[config.mk]
export PLATFORM = sky130hd
export DESIGN_NAME = trig_dac_front
export DESIGN_NICKNAME = d
export VERILOG_FILES = /design/src/rtl/trig_dac_pkg.sv /design/src/rtl/dac_wave_gen.sv /design/src/rtl/dac_trig_fsm.sv /design/src/rtl/trig_dac_front.sv
export SDC_FILE = /design/constraint.sdc
export NUM_CORES = 1
export LEC_CHECK = 0
export BUFFER_PORTS_ARGS = -buffer_cell sky130_fd_sc_hd__buf_2
export CAP_MARGIN = 20
export CORE_UTILIZATION = 52
export DETAILED_ROUTE_END_ITERATION = 10
export PLACE_DENSITY_LB_ADDON = 0.25
export SYNTH_ARGS = -nofsm -noshare
export SYNTH_HDL_FRONTEND = slang
export SYNTH_HIERARCHICAL = 1
export SYNTH_SLANG_ARGS = --single-unit
[constraint.sdc]
create_clock -name clk -period 3.26 [get_ports clk]
set_input_delay 0.163 -clock clk [delete_from_list [all_inputs] [get_ports clk]]
set_output_delay 0.163 -clock clk [all_outputs]
set_load 0.01 [all_outputs]
[src/rtl/trig_dac_pkg.sv]
package trig_dac_pkg;

    typedef enum logic [2:0] {
        ST_IDLE   = 3'd0,
        ST_WAIT1  = 3'd1,
        ST_WAIT2  = 3'd2,
        ST_LOAD   = 3'd3,
        ST_SWDONE = 3'd4
    } tseq_e;

    typedef struct packed {
        logic       udrie;
        logic       dmaen;
        logic [3:0] mamp;
        logic [1:0] wave;
        logic [2:0] tsel;
        logic       ten;
        logic       spare;
        logic       en;
    } ctrl_t;

    localparam logic [2:0] SRC_TIMER = 3'b000;
    localparam logic [2:0] SRC_PIN   = 3'b001;
    localparam logic [2:0] SRC_SW    = 3'b111;

    localparam logic [1:0] LOC_CTRL   = 2'd0;
    localparam logic [1:0] LOC_SWTRIG = 2'd1;
    localparam logic [1:0] LOC_HOLD   = 2'd2;
    localparam logic [1:0] LOC_STATUS = 2'd3;

    localparam logic [1:0] WAVE_NOISE = 2'b01;

endpackage

[src/rtl/dac_wave_gen.sv]
module dac_wave_gen #(
    parameter int DW = 6,
    parameter int CW = 4,
    parameter logic [DW-1:0] TAPS = 6'b110000,
    parameter logic [DW-1:0] SEED = 6'b000001
) (
    input  logic          clk,
    input  logic          rst_n,
    input  logic          step,
    input  logic          wave_on,
    input  logic [1:0]    mode,
    input  logic [CW-1:0] code,
    input  logic [DW-1:0] base,
    output logic [DW-1:0] sum
);
    import trig_dac_pkg::*;

    localparam int            TOP = DW - 1;
    localparam logic [DW-1:0] ONE = {{(DW-1){1'b0}}, 1'b1};
    localparam logic [DW-1:0] ALL = {DW{1'b1}};

    logic [DW-1:0] lfsr_q, tri_q, mask, addend;
    logic          up_q, fb;
    int            n;

    always_comb begin
        n    = (int'(code) > TOP) ? TOP : int'(code);
        mask = ALL >> (TOP - n);
    end

    assign fb = ^(lfsr_q & TAPS);

    always_comb begin
        addend = '0;
        if (wave_on) begin
            if (mode == WAVE_NOISE) addend = lfsr_q & mask;
            else if (mode[1])       addend = tri_q;
        end
    end

    assign sum = base + addend;

    always_ff @(posedge clk or negedge rst_n) begin
        if (!rst_n) begin
            lfsr_q <= SEED;
        end else if (step && wave_on && mode == WAVE_NOISE) begin
            lfsr_q <= {lfsr_q[DW-2:0], fb};
        end
    end

    always_ff @(posedge clk or negedge rst_n) begin
        if (!rst_n) begin
            tri_q <= '0;
            up_q  <= 1'b1;
        end else if (step && wave_on && mode[1]) begin
            if (up_q) begin
                if (tri_q >= mask) begin
                    up_q  <= 1'b0;
                    tri_q <= tri_q - ONE;
                end else begin
                    tri_q <= tri_q + ONE;
                end
            end else begin
                if (tri_q == '0) begin
                    up_q  <= 1'b1;
                    tri_q <= ONE;
                end else begin
                    tri_q <= tri_q - ONE;
                end
            end
        end
    end


    lfsr_nonzero_chk: assert property (@(posedge clk) disable iff (!rst_n)
        lfsr_q != '0);


    tri_unit_step_chk: assert property (@(posedge clk) disable iff (!rst_n)
        !$stable(tri_q) |-> ((tri_q - $past(tri_q)) == ONE || ($past(tri_q) - tri_q) == ONE));

endmodule

[src/rtl/dac_trig_fsm.sv]
module dac_trig_fsm (
    input  logic       clk,
    input  logic       rst_n,
    input  logic       armed,
    input  logic [2:0] tsel,
    input  logic       timer_evt,
    input  logic       pin_evt,
    input  logic       sw_pend,
    output logic       load_pulse,
    output logic       sw_clear
);
    import trig_dac_pkg::*;

    tseq_e state_q, state_d;
    logic  hw_hit, sw_hit;

    assign hw_hit = (tsel == SRC_TIMER && timer_evt) || (tsel == SRC_PIN && pin_evt);
    assign sw_hit = (tsel == SRC_SW) && sw_pend;

    always_ff @(posedge clk or negedge rst_n) begin
        if (!rst_n) state_q <= ST_IDLE;
        else        state_q <= state_d;
    end

    always_comb begin
        state_d = state_q;
        unique case (state_q)
            ST_IDLE: begin
                if (armed && sw_hit)      state_d = ST_SWDONE;
                else if (armed && hw_hit) state_d = ST_WAIT1;
            end
            ST_WAIT1:  state_d = armed ? ST_WAIT2 : ST_IDLE;
            ST_WAIT2:  state_d = armed ? ST_LOAD  : ST_IDLE;
            ST_LOAD:   state_d = ST_IDLE;
            ST_SWDONE: state_d = ST_IDLE;
            default:   state_d = ST_IDLE;
        endcase
    end

    always_comb begin
        load_pulse = 1'b0;
        sw_clear   = 1'b0;
        unique case (state_q)
            ST_IDLE:   load_pulse = armed && sw_hit;
            ST_LOAD:   load_pulse = armed;
            ST_SWDONE: sw_clear   = 1'b1;
            default: ;
        endcase
    end


    hw_three_stage_chk: assert property (@(posedge clk) disable iff (!rst_n)
        (state_q == ST_LOAD) |-> ($past(state_q, 3) == ST_IDLE));

endmodule

[src/rtl/trig_dac_front.sv]
module trig_dac_front #(
    parameter int DW   = 6,
    parameter int CW   = 4,
    parameter int AW   = 2,
    parameter int WR_W = 14
) (
    input  logic            clk,
    input  logic            rst_n,
    input  logic            wr_en,
    input  logic [AW-1:0]   wr_addr,
    input  logic [WR_W-1:0] wr_data,
    input  logic            timer_evt,
    input  logic            pin_evt,
    input  logic            dma_ack,
    output logic [DW-1:0]   dac_out,
    output logic            sw_pending,
    output logic            dma_req,
    output logic            udr_flag,
    output logic            udr_irq
);
    import trig_dac_pkg::*;

    ctrl_t         ctrl_q;
    logic [DW-1:0] hold_q, out_q, wave_sum;
    logic          sw_q, dreq_q, udr_q;
    logic          load_pulse, sw_clear, armed;
    logic          wr_ctrl, wr_sw, wr_hold, wr_stat;
    logic          unused_spare;

    assign unused_spare = wr_data[1];
    assign wr_ctrl = wr_en && wr_addr == LOC_CTRL;
    assign wr_sw   = wr_en && wr_addr == LOC_SWTRIG;
    assign wr_hold = wr_en && wr_addr == LOC_HOLD;
    assign wr_stat = wr_en && wr_addr == LOC_STATUS;
    assign armed   = ctrl_q.en && ctrl_q.ten;

    always_ff @(posedge clk or negedge rst_n) begin
        if (!rst_n) begin
            ctrl_q <= '0;
            hold_q <= '0;
        end else begin
            if (wr_ctrl) begin
                ctrl_q       <= ctrl_t'(wr_data);
                ctrl_q.spare <= 1'b0;
            end
            if (wr_hold) hold_q <= wr_data[DW-1:0];
        end
    end

    always_ff @(posedge clk or negedge rst_n) begin
        if (!rst_n)               sw_q <= 1'b0;
        else if (sw_clear)        sw_q <= 1'b0;
        else if (wr_sw && wr_data[0]) sw_q <= 1'b1;
    end

    dac_trig_fsm u_seq (
        .clk        (clk),
        .rst_n      (rst_n),
        .armed      (armed),
        .tsel       (ctrl_q.tsel),
        .timer_evt  (timer_evt),
        .pin_evt    (pin_evt),
        .sw_pend    (sw_q),
        .load_pulse (load_pulse),
        .sw_clear   (sw_clear)
    );

    dac_wave_gen #(.DW(DW), .CW(CW)) u_wave (
        .clk     (clk),
        .rst_n   (rst_n),
        .step    (load_pulse),
        .wave_on (ctrl_q.ten),
        .mode    (ctrl_q.wave),
        .code    (ctrl_q.mamp),
        .base    (hold_q),
        .sum     (wave_sum)
    );

    always_ff @(posedge clk or negedge rst_n) begin
        if (!rst_n)              out_q <= '0;
        else if (!ctrl_q.en)     out_q <= out_q;
        else if (!ctrl_q.ten)    out_q <= hold_q;
        else if (load_pulse)     out_q <= wave_sum;
    end

    always_ff @(posedge clk or negedge rst_n) begin
        if (!rst_n) begin
            dreq_q <= 1'b0;
            udr_q  <= 1'b0;
        end else begin
            if (load_pulse && ctrl_q.dmaen) dreq_q <= 1'b1;
            else if (dma_ack)               dreq_q <= 1'b0;
            if (load_pulse && ctrl_q.dmaen && dreq_q) udr_q <= 1'b1;
            else if (wr_stat && wr_data[0])           udr_q <= 1'b0;
        end
    end

    assign dac_out    = out_q;
    assign sw_pending = sw_q;
    assign dma_req    = dreq_q;
    assign udr_flag   = udr_q;
    assign udr_irq    = udr_q && ctrl_q.udrie;


    free_follow_chk: assert property (@(posedge clk) disable iff (!rst_n)
        (ctrl_q.en && !ctrl_q.ten) |=> (dac_out == $past(hold_q)));


    disabled_hold_chk: assert property (@(posedge clk) disable iff (!rst_n)
        !ctrl_q.en |=> $stable(dac_out));


    dma_keep_chk: assert property (@(posedge clk) disable iff (!rst_n)
        (dma_req && !dma_ack) |=> dma_req);


    udr_cause_chk: assert property (@(posedge clk) disable iff (!rst_n)
        $rose(udr_flag) |-> $past(dma_req));


    sw_release_chk: assert property (@(posedge clk) disable iff (!rst_n)
        $fell(sw_pending) |-> $past(sw_pending, 2));

endmodule

==> metrics.txt, run 1 <==
# TYPE chip_impl_metric gauge
chip_impl_metric{name="area_growth_syn_to_fin",unit="%"} 18.2
chip_impl_metric{name="synth_cell_types",unit=""} 55
chip_impl_info{name="hold_path_startpoint",value="dma_ack"} 1
chip_impl_metric{name="p_leak",unit="µW"} 0.00145
chip_impl_metric{name="detailedRoute.firstPassIterationCount",unit=""} 4
chip_impl_metric{name="proportion_of_layout_cells_with_a_drive_suffix_above_1",unit="%"} 33.7
chip_impl_metric{name="rrSetupSlack",unit="ns"} 0.15
chip_impl_metric{name="routed_wire_length_per_instance",unit="µm"} 15.1
chip_impl_metric{name="placeable_core_region",unit="mm²"} 0.00479
chip_impl_metric{name="synthesis.area",unit="mm²"} 0.00264
chip_impl_metric{name="critPathArrivalTime",unit="ns"} 3.32
chip_impl_metric{name="worstMarginPinSlew",unit="ns"} 0.738
chip_impl_metric{name="synthesized_instance_count",unit=""} 249
chip_impl_metric{name="dieArea",unit="mm²"} 0.00536
chip_impl_metric{name="share_comb_of_total_power",unit="%"} 38.1
chip_impl_metric{name="final.min_clock_period",unit="ns"} 3.11
chip_impl_metric{name="synth_xor_xnor_area_share",unit="%"} 3.32
chip_impl_metric{name="timing.max_cap.violations",unit=""} 0
chip_impl_info{name="synth.area.top_cells",value="dfrtp_1, mux2_2, ha_1"} 1
chip_impl_metric{name="power.share.sequential",unit="%"} 38.4
chip_impl_metric{name="grtUsageTotal",unit="%"} 22.5
chip_impl_metric{name="fp-row-count",unit=""} 25
chip_impl_metric{name="port_buffer_count",unit=""} 31
chip_impl_metric{name="totalNegativeSetupSlack",unit="ns"} 0
chip_impl_metric{name="grt_start_max_net_pins",unit=""} 45
chip_impl_metric{name="die-height",unit="µm"} 73.2
chip_impl_metric{name="synth_nets",unit=""} 288
chip_impl_info{name="synth.largest_area_cell",value="dfrtp_1"} 1
chip_impl_metric{name="power_frac_clock",unit="%"} 23.5
chip_impl_info{name="cp_top_family",value="compound AO/OA/AOI/OAI gates"} 1
chip_impl_metric{name="synth_edf_count",unit=""} 0
chip_impl_info{name="worstReg2RegEnd",value="dac_out[5]"} 1
chip_impl_metric{name="hpwlAfterDp",unit="µm"} 3840
chip_impl_metric{name="switchingPower",unit="µW"} 721
chip_impl_info{name="tritoncts_clock_tree",value="yes"} 1
chip_impl_metric{name="grt_pass1_wl",unit="µm"} 9070
chip_impl_metric{name="fp.dieW",unit="µm"} 73.2
chip_impl_metric{name="min_path_cells",unit=""} 2
chip_impl_metric{name="finalClockSkew",unit="ns"} 0.0112
chip_impl_metric{name="clkTransAtPathRegs",unit="ns"} 0.09
chip_impl_metric{name="numCtsBuffers",unit=""} 5
chip_impl_metric{name="synth_seq_area_share",unit="%"} 41.9
chip_impl_metric{name="clkSinkCount",unit=""} 44
chip_impl_metric{name="timing.fmax",unit="GHz"} 0.322
chip_impl_metric{name="ff_latch_area",unit="mm²"} 0.00110
chip_impl_info{name="critical_path.reg2reg.startpoint",value="ctrl_q[10]"} 1
chip_impl_metric{name="power",unit="µW"} 2100
chip_impl_metric{name="setup_violations",unit=""} 0
chip_impl_metric{name="gr-total-overflow",unit=""} 0
chip_impl_metric{name="arithmetic_cell_share_of_the_synthesized_area_counting_full_adders_half_adders_and_majority_gates",unit="%"} 8.35
chip_impl_metric{name="post-cts-setup-buffers",unit=""} 0
chip_impl_info{name="hold_class",value="input pin to flop"} 1
chip_impl_metric{name="switching_share",unit="%"} 34.3
chip_impl_metric{name="timing_max_transition_violations_final",unit=""} 0
chip_impl_metric{name="synth_mux_area_share",unit="%"} 13.4
chip_impl_info{name="timing.critical_path.to_type",value="flop"} 1
chip_impl_metric{name="synth_area_in_compound_gates",unit="%"} 14.2
chip_impl_info{name="synthFlopType",value="dfrtp_1"} 1
chip_impl_metric{name="finalCritPeriodShare",unit="%"} 95.3
chip_impl_metric{name="synth_async_sr_flop_share",unit="%"} 100
chip_impl_metric{name="drt_iter0_drc",unit=""} 134
chip_impl_metric{name="intPower",unit="µW"} 1380
chip_impl_metric{name="ys_ff_latch",unit=""} 44
chip_impl_metric{name="antenna_cells",unit=""} 0
chip_impl_info{name="synth_cell_count_leaders",value="dfrtp_1, mux2_2, nand2_1"} 1
chip_impl_metric{name="grt_antenna_before_repair",unit=""} 0
chip_impl_metric{name="multi_input_area",unit="mm²"} 0.00148
chip_impl_info{name="crit_path_cell_trace",value="nor2_2 > and2_4 > inv_1 > ha_1 > o21ba_4 > a211oi_2 > buf_4 > o211ai_1 > a21boi_2 > ha_1 > a21oi_2 > o21ai_1 > a21o_1 > a21oi_2 > xnor2_1 > nand3b_1 > o21ai_0 > a21oi_1"} 1
chip_impl_info{name="grt_setup_unrepaired",value="true"} 1
chip_impl_metric{name="clk_latency",unit="ns"} 0.29
chip_impl_metric{name="synth_simple_gate_area_share",unit="%"} 14.9
chip_impl_metric{name="timing.slew.headroom",unit="%"} 50.7
chip_impl_metric{name="fillers",unit=""} 372
chip_impl_info{name="criticalPathCategory",value="flop to flop"} 1
chip_impl_metric{name="worst_path_bufs_invs",unit=""} 2
chip_impl_metric{name="power-per-cell-area",unit="mW/mm²"} 674
chip_impl_metric{name="gp_congestion",unit=""} 0.835
chip_impl_info{name="cp-start-kind",value="flop"} 1
chip_impl_metric{name="route.detailed.drc",unit=""} 0
chip_impl_metric{name="post_synthesis_area_per_instance",unit="µm²"} 10.6
chip_impl_metric{name="critPathRequiredTime",unit="ns"} 3.48
chip_impl_metric{name="crit_fanout",unit=""} 3
chip_impl_info{name="cts_root_buf",value="clkbuf_8"} 1
chip_impl_metric{name="detail_route.vias_per_cell",unit=""} 5.57
chip_impl_info{name="post-synth-top-count-cell",value="dfrtp_1"} 1
chip_impl_metric{name="yosysTopAreaCellShare",unit="%"} 39.9
chip_impl_metric{name="pin_count",unit=""} 32
chip_impl_info{name="run_status",value="finished, final reports clean"} 1
chip_impl_metric{name="final_nets",unit=""} 329
chip_impl_info{name="timing.hold.worst_endpoint",value="dma_req"} 1
chip_impl_metric{name="dr_total_vias",unit=""} 1993
chip_impl_metric{name="htreeDepth",unit=""} 2
chip_impl_metric{name="max_stage_delay",unit="ns"} 0.40
chip_impl_metric{name="yosysWarningCount",unit=""} 6
chip_impl_metric{name="final_antenna_net_count",unit=""} 0
chip_impl_metric{name="postRouteWirelength",unit="µm"} 5400
chip_impl_metric{name="reg2regPathDepth",unit=""} 18
chip_impl_metric{name="finalHoldViolations",unit=""} 0
chip_impl_metric{name="grt_pass1_vias",unit=""} 1875
chip_impl_metric{name="irDropWorstVdd",unit="mV"} 0.445
chip_impl_metric{name="clk_path_buf_depth",unit=""} 2
chip_impl_info{name="largest_family_of_logic_cells_by_synthesized_area",value="simple AND/OR/NAND/NOR gates"} 1
chip_impl_metric{name="initial_utilization",unit="%"} 55.1
chip_impl_info{name="cp_slowest_cell",value="dfrtp_1"} 1
## cell families (layout without fill, tap and decap cells)
logic type / Yosys count / count (layout)
buf+inv: 23 / 65
compound gates: 53 / 53
mux: 32 / 32
xor+xnor: 10 / 10
fa+ha+maj: 17 / 17
flops: 44 / 44
simple gates: 70 / 70
## metrics by stage
stage | cells | cell area, µm² | hold slack, ns | utilization [%] | setup WS [ns]
global placement | 348 | 2910 | 0.354 | 60.7 | 0.0634
CTS | 356 | 3040 | 0.0399 | 63.5 | 0.0186
global route | 358 | 3120 | 0.0566 | 65.1 | -0.0478
finish | 358 | 3120 | 0.0393 | 65.1 | 0.154
detailed placement | 348 | 2910 | 0.360 | 60.7 | -0.0116
floorplan | 249 | 2640 | -0.133 | - | 0.129
## routing by layer
layer  vias up  share of wire, %  track usage [%]
met1       963                46             31.1
met4         0              0.85             7.19
met2        41                49             35.2
met3         4               4.0             4.97
met5         -                 0                0
li1        985                 -                -
## worst register-to-register path: cells and delay by family, from the launching register on
family                     cells  cell delay [ns]
buffers and inverters          2             0.19
AOI/OAI and AO/OA             10             1.39
xor gates and xnor gates       1             0.12
and+or+nand+nor                3             0.42
adders and majority gates      2             0.50
DFF                            1             0.40
## how the worst max path moves through the flow
stage | from | to | slack, ns | depth (start not counted)
after floorplan | ctrl_q[11] | dac_out[5] | 0.13 | 16
after global placement | ctrl_q[11] | dac_out[5] | 0.06 | 18
after detailed placement | ctrl_q[10] | dac_out[5] | -0.01 | 18
after CTS | ctrl_q[10] | dac_out[5] | 0.02 | 18
after global routing | ctrl_q[10] | dac_out[5] | -0.05 | 18
final | ctrl_q[10] | dac_out[5] | 0.15 | 18
## registers in the layout (all words and copies together), names as in the netlist
signal and cells:
ctrl_q 13, dac_out 6, hold_q 6, u_wave/lfsr_q 6, u_wave/tri_q 6, u_seq/state_q 3, dma_req 1, sw_pending 1
u_wave/up_q 1, udr_flag 1
## power by group through the flow
stage	Combinational (µW)	Clock [µW]	Sequential, µW
after global placement	743	0	812
after detailed placement	761	0	813
after global routing	896	531	828
after CTS	768	504	804
final	800	493	806
after floorplan	564	0	775
## layout make-up
cell class / count / share of cell area, %
sequential: 44 / 35.4
inverter: 12 / 1.45
timing repair buffer: 45 / 8.83
tap: 67 / 2.69
clock buffer: 6 / 2.33
multi-input combinational: 182 / 47.4
clock inverter: 2 / 1.93
## what timing repair did
| action | CTS | global route |
|---|---|---|
| setup endpoints to repair | 1 | 7 |
| resized for setup | 1 | 14 |
| hold endpoints to repair | 0 | 9 |
| pin swaps | 0 | 8 |
| hold buffers | 0 | 1 |
## layout by cell type, fill, tap and decap left out, drive strengths merged, types with 2 or more instances in the layout
cell type | synthesis | routed
buf | 3 | 44
dfrtp | 42 | 42
mux2 | 26 | 26
nand2 | 20 | 20
ha | 16 | 16
inv | 12 | 12
o22ai | 11 | 11
nor2 | 11 | 11
o21ai | 11 | 11
a21oi | 11 | 11
nand3 | 8 | 8
mux2i | 6 | 6
xor2 | 6 | 6
clkbuf | 8 | 6
nor2b | 6 | 6
xnor2 | 4 | 4
and3 | 4 | 4
nand3b | 3 | 3
and2 | 3 | 3
a21boi | 3 | 3
nor3 | 3 | 3
bufinv | 0 | 2
nand4 | 2 | 2
a32oi | 2 | 2
a21o | 2 | 2
dfstp | 2 | 2
nor3b | 2 | 2
or4b | 2 | 2
o21ba | 2 | 2
a221oi | 2 | 2
(Power assumes the default switching activity.)
==> run 2: changes to the inputs <==
--- a/config.mk
+++ b/config.mk
@@ -7,6 +7,7 @@
 export LEC_CHECK = 0
 export BUFFER_PORTS_ARGS = -buffer_cell sky130_fd_sc_hd__buf_2
 export CAP_MARGIN = 20
+export CORE_ASPECT_RATIO = 0.5
 export CORE_UTILIZATION = 52
 export DETAILED_ROUTE_END_ITERATION = 10
 export PLACE_DENSITY_LB_ADDON = 0.25
==> metrics.txt, run 2 (same netlist as run 1, synthesis figures left out) <==
# TYPE chip_impl_metric gauge
chip_impl_metric{name="switching_share",unit="%"} 37.1
chip_impl_metric{name="detailedRoute.firstPassIterationCount",unit=""} 4
chip_impl_metric{name="placeable_core_region",unit="mm²"} 0.00464
chip_impl_metric{name="htreeDepth",unit=""} 2
chip_impl_metric{name="p_leak",unit="µW"} 0.00144
chip_impl_metric{name="power_frac_clock",unit="%"} 18.1
chip_impl_metric{name="grt_antenna_before_repair",unit=""} 0
chip_impl_metric{name="postRouteWirelength",unit="µm"} 5540
chip_impl_info{name="criticalPathCategory",value="flop to flop"} 1
chip_impl_metric{name="final_antenna_net_count",unit=""} 0
chip_impl_metric{name="power-per-cell-area",unit="mW/mm²"} 637
chip_impl_metric{name="timing.max_cap.violations",unit=""} 0
chip_impl_metric{name="pin_count",unit=""} 32
chip_impl_info{name="max_flop_register",value="ctrl_q"} 1
chip_impl_metric{name="grt_pass1_wl",unit="µm"} 9180
chip_impl_metric{name="grt_pass1_vias",unit=""} 2003
chip_impl_metric{name="detail_route.vias_per_cell",unit=""} 5.68
chip_impl_metric{name="fp.dieW",unit="µm"} 103
chip_impl_metric{name="gr-total-overflow",unit=""} 0
chip_impl_metric{name="port_buffer_count",unit=""} 31
chip_impl_info{name="cp_slowest_cell",value="fa_1"} 1
chip_impl_metric{name="final.min_clock_period",unit="ns"} 3.08
chip_impl_metric{name="finalClockSkew",unit="ns"} 0.00500
chip_impl_metric{name="final_nets",unit=""} 330
chip_impl_metric{name="hpwlAfterDp",unit="µm"} 4040
chip_impl_info{name="timing.critical_path.to_type",value="flop"} 1
chip_impl_metric{name="max_stage_delay",unit="ns"} 0.41
chip_impl_metric{name="grtUsageTotal",unit="%"} 22.5
chip_impl_metric{name="critPathRequiredTime",unit="ns"} 3.48
chip_impl_metric{name="post_dp_cell_area",unit="mm²"} 0.00290
chip_impl_metric{name="timing.fmax",unit="GHz"} 0.324
chip_impl_metric{name="finalHoldViolations",unit=""} 0
chip_impl_metric{name="antenna_cells",unit=""} 0
chip_impl_info{name="grt_setup_unrepaired",value="true"} 1
chip_impl_metric{name="timing_max_transition_violations_final",unit=""} 0
chip_impl_metric{name="proportion_of_layout_cells_with_a_drive_suffix_above_1",unit="%"} 35.3
chip_impl_metric{name="drt_iter0_drc",unit=""} 73
chip_impl_metric{name="largest_register_ff_count",unit=""} 13
chip_impl_metric{name="worstMarginPinSlew",unit="ns"} 0.679
chip_impl_metric{name="clk_latency",unit="ns"} 0.29
chip_impl_metric{name="grt_start_max_net_pins",unit=""} 45
chip_impl_info{name="layout.cells.most_common",value="dfrtp_1"} 1
chip_impl_metric{name="clk_path_buf_depth",unit=""} 2
chip_impl_metric{name="fin_area",unit="mm²"} 0.00311
chip_impl_metric{name="irDropWorstVdd",unit="mV"} 0.325
chip_impl_metric{name="finalCritPeriodShare",unit="%"} 94.6
chip_impl_metric{name="route.detailed.drc",unit=""} 0
chip_impl_metric{name="clkSinkCount",unit=""} 44
chip_impl_metric{name="numCtsBuffers",unit=""} 5
chip_impl_metric{name="timing.slew.headroom",unit="%"} 54.1
chip_impl_metric{name="dieArea",unit="mm²"} 0.00538
chip_impl_info{name="cts_root_buf",value="clkbuf_8"} 1
chip_impl_info{name="hold_class",value="input pin to flop"} 1
chip_impl_metric{name="crit_fanout",unit=""} 4
chip_impl_metric{name="setup_violations",unit=""} 0
chip_impl_metric{name="critPathArrivalTime",unit="ns"} 3.30
chip_impl_info{name="tritoncts_clock_tree",value="yes"} 1
chip_impl_info{name="crit_path_cell_trace",value="nor2_2 > and2_4 > inv_1 > ha_1 > o21ba_4 > nor2b_4 > inv_2 > o31ai_2 > a32oi_1 > nor2b_1 > ha_1 > fa_1 > nand2_1 > nand2_1 > a21oi_2 > xnor2_1 > o22ai_1 > a21oi_1"} 1
chip_impl_metric{name="gp_congestion",unit=""} 0.887
chip_impl_metric{name="fp-row-count",unit=""} 17
chip_impl_info{name="layout.cells.most_common_list",value="dfrtp_1, buf_2, mux2_2"} 1
chip_impl_metric{name="initial_utilization",unit="%"} 56.9
chip_impl_metric{name="totalNegativeSetupSlack",unit="ns"} 0
chip_impl_metric{name="die-height",unit="µm"} 52.4
chip_impl_metric{name="clkTransAtPathRegs",unit="ns"} 0.08
chip_impl_metric{name="share_comb_of_total_power",unit="%"} 41.3
chip_impl_metric{name="intPower",unit="µW"} 1250
chip_impl_metric{name="power.share.sequential",unit="%"} 40.6
chip_impl_info{name="run_status",value="finished, final reports clean"} 1
chip_impl_metric{name="routed_wire_length_per_instance",unit="µm"} 15.5
chip_impl_info{name="cp-start-kind",value="flop"} 1
chip_impl_metric{name="area_growth_syn_to_fin",unit="%"} 17.9
chip_impl_metric{name="switchingPower",unit="µW"} 736
chip_impl_metric{name="dr_total_vias",unit=""} 2035
==> run 2: cell types whose count changed in the layout (fill, tap and decap cells not counted), sizes merged <==
| cell | change |
|---|---|
| bufinv | -2 |
| buf | +1 |
| clkbuf | +1 |
| clkinvlp | +1 |
==> run 2: worst max-delay path, delay by kind of cell (launching register included) <==
family / cells / cell delay (ns)
simple gates: 6 / 0.57
flops: 1 / 0.40
compound gates: 6 / 0.93
fa+ha+maj: 3 / 0.81
buf+inv: 2 / 0.12
xor+xnor: 1 / 0.15
==> run 2: layout make-up <==
cell class	count	area (µm²)
fill	378	1530
clock inverter	1	7.51
sequential	44	1100
inverter	12	45.0
timing repair buffer	46	283
tap	66	82.6
multi-input combinational	182	1500
clock buffer	7	86.3
==> run 2: path summary, 6_finish.rpt <==
path / endpoint / cells past startpoint / slack (ns) / startpoint
worst max-delay path: dac_out[4] / 18 / 0.18 / ctrl_q[10]
min in group asynchronous: ctrl_q[5] / 2 / 0.31 / rst_n
worst min-delay path: dma_req / 2 / 0.06 / dma_ack
worst max register to register: dac_out[4] / 18 / 0.18 / ctrl_q[10]
max in group asynchronous: u_wave/lfsr_q[0] / 3 / 2.40 / rst_n
worst min register to register: u_wave/lfsr_q[0] / 2 / 0.50 / u_wave/lfsr_q[0]
==> run 2: timing repair <==
action,in CTS,in global routing
hold buffers,0,1
cloned,0,0
resized for setup,2,17
setup buffers,0,2
hold endpoints to repair,0,14
endpoints found under the setup margin,4,7
pin swaps,0,8
==> run 2: through the flow <==
stage	total power [µW]	setup slack, ns	hold WS (ns)	instances	util, %
finish	1980	0.176	0.0561	358	67.1
global route	2120	-0.0343	0.0443	358	67.1
floorplan	1340	0.129	-0.133	249	-
detailed placement	1560	-0.0536	0.367	346	62.5
CTS	1930	0.00244	0.0556	354	64.7
global placement	1530	0.0969	0.343	346	62.5
==> run 2: per-layer routing <==
layer	GRT usage, %	routed length (µm)	up-vias
met5	0	0	-
met4	4.29	30	0
met3	4.67	206	4
met2	38.2	2630	38
met1	30.0	2670	1004
li1	-	-	989
==> run 2: power by group through the flow <==
stage	clock network (µW)	logic (µW)	registers (µW)
floorplan	0	564	775
global placement	0	724	805
detailed placement	0	744	812
CTS	369	759	802
global route	390	907	824
finish	358	818	806
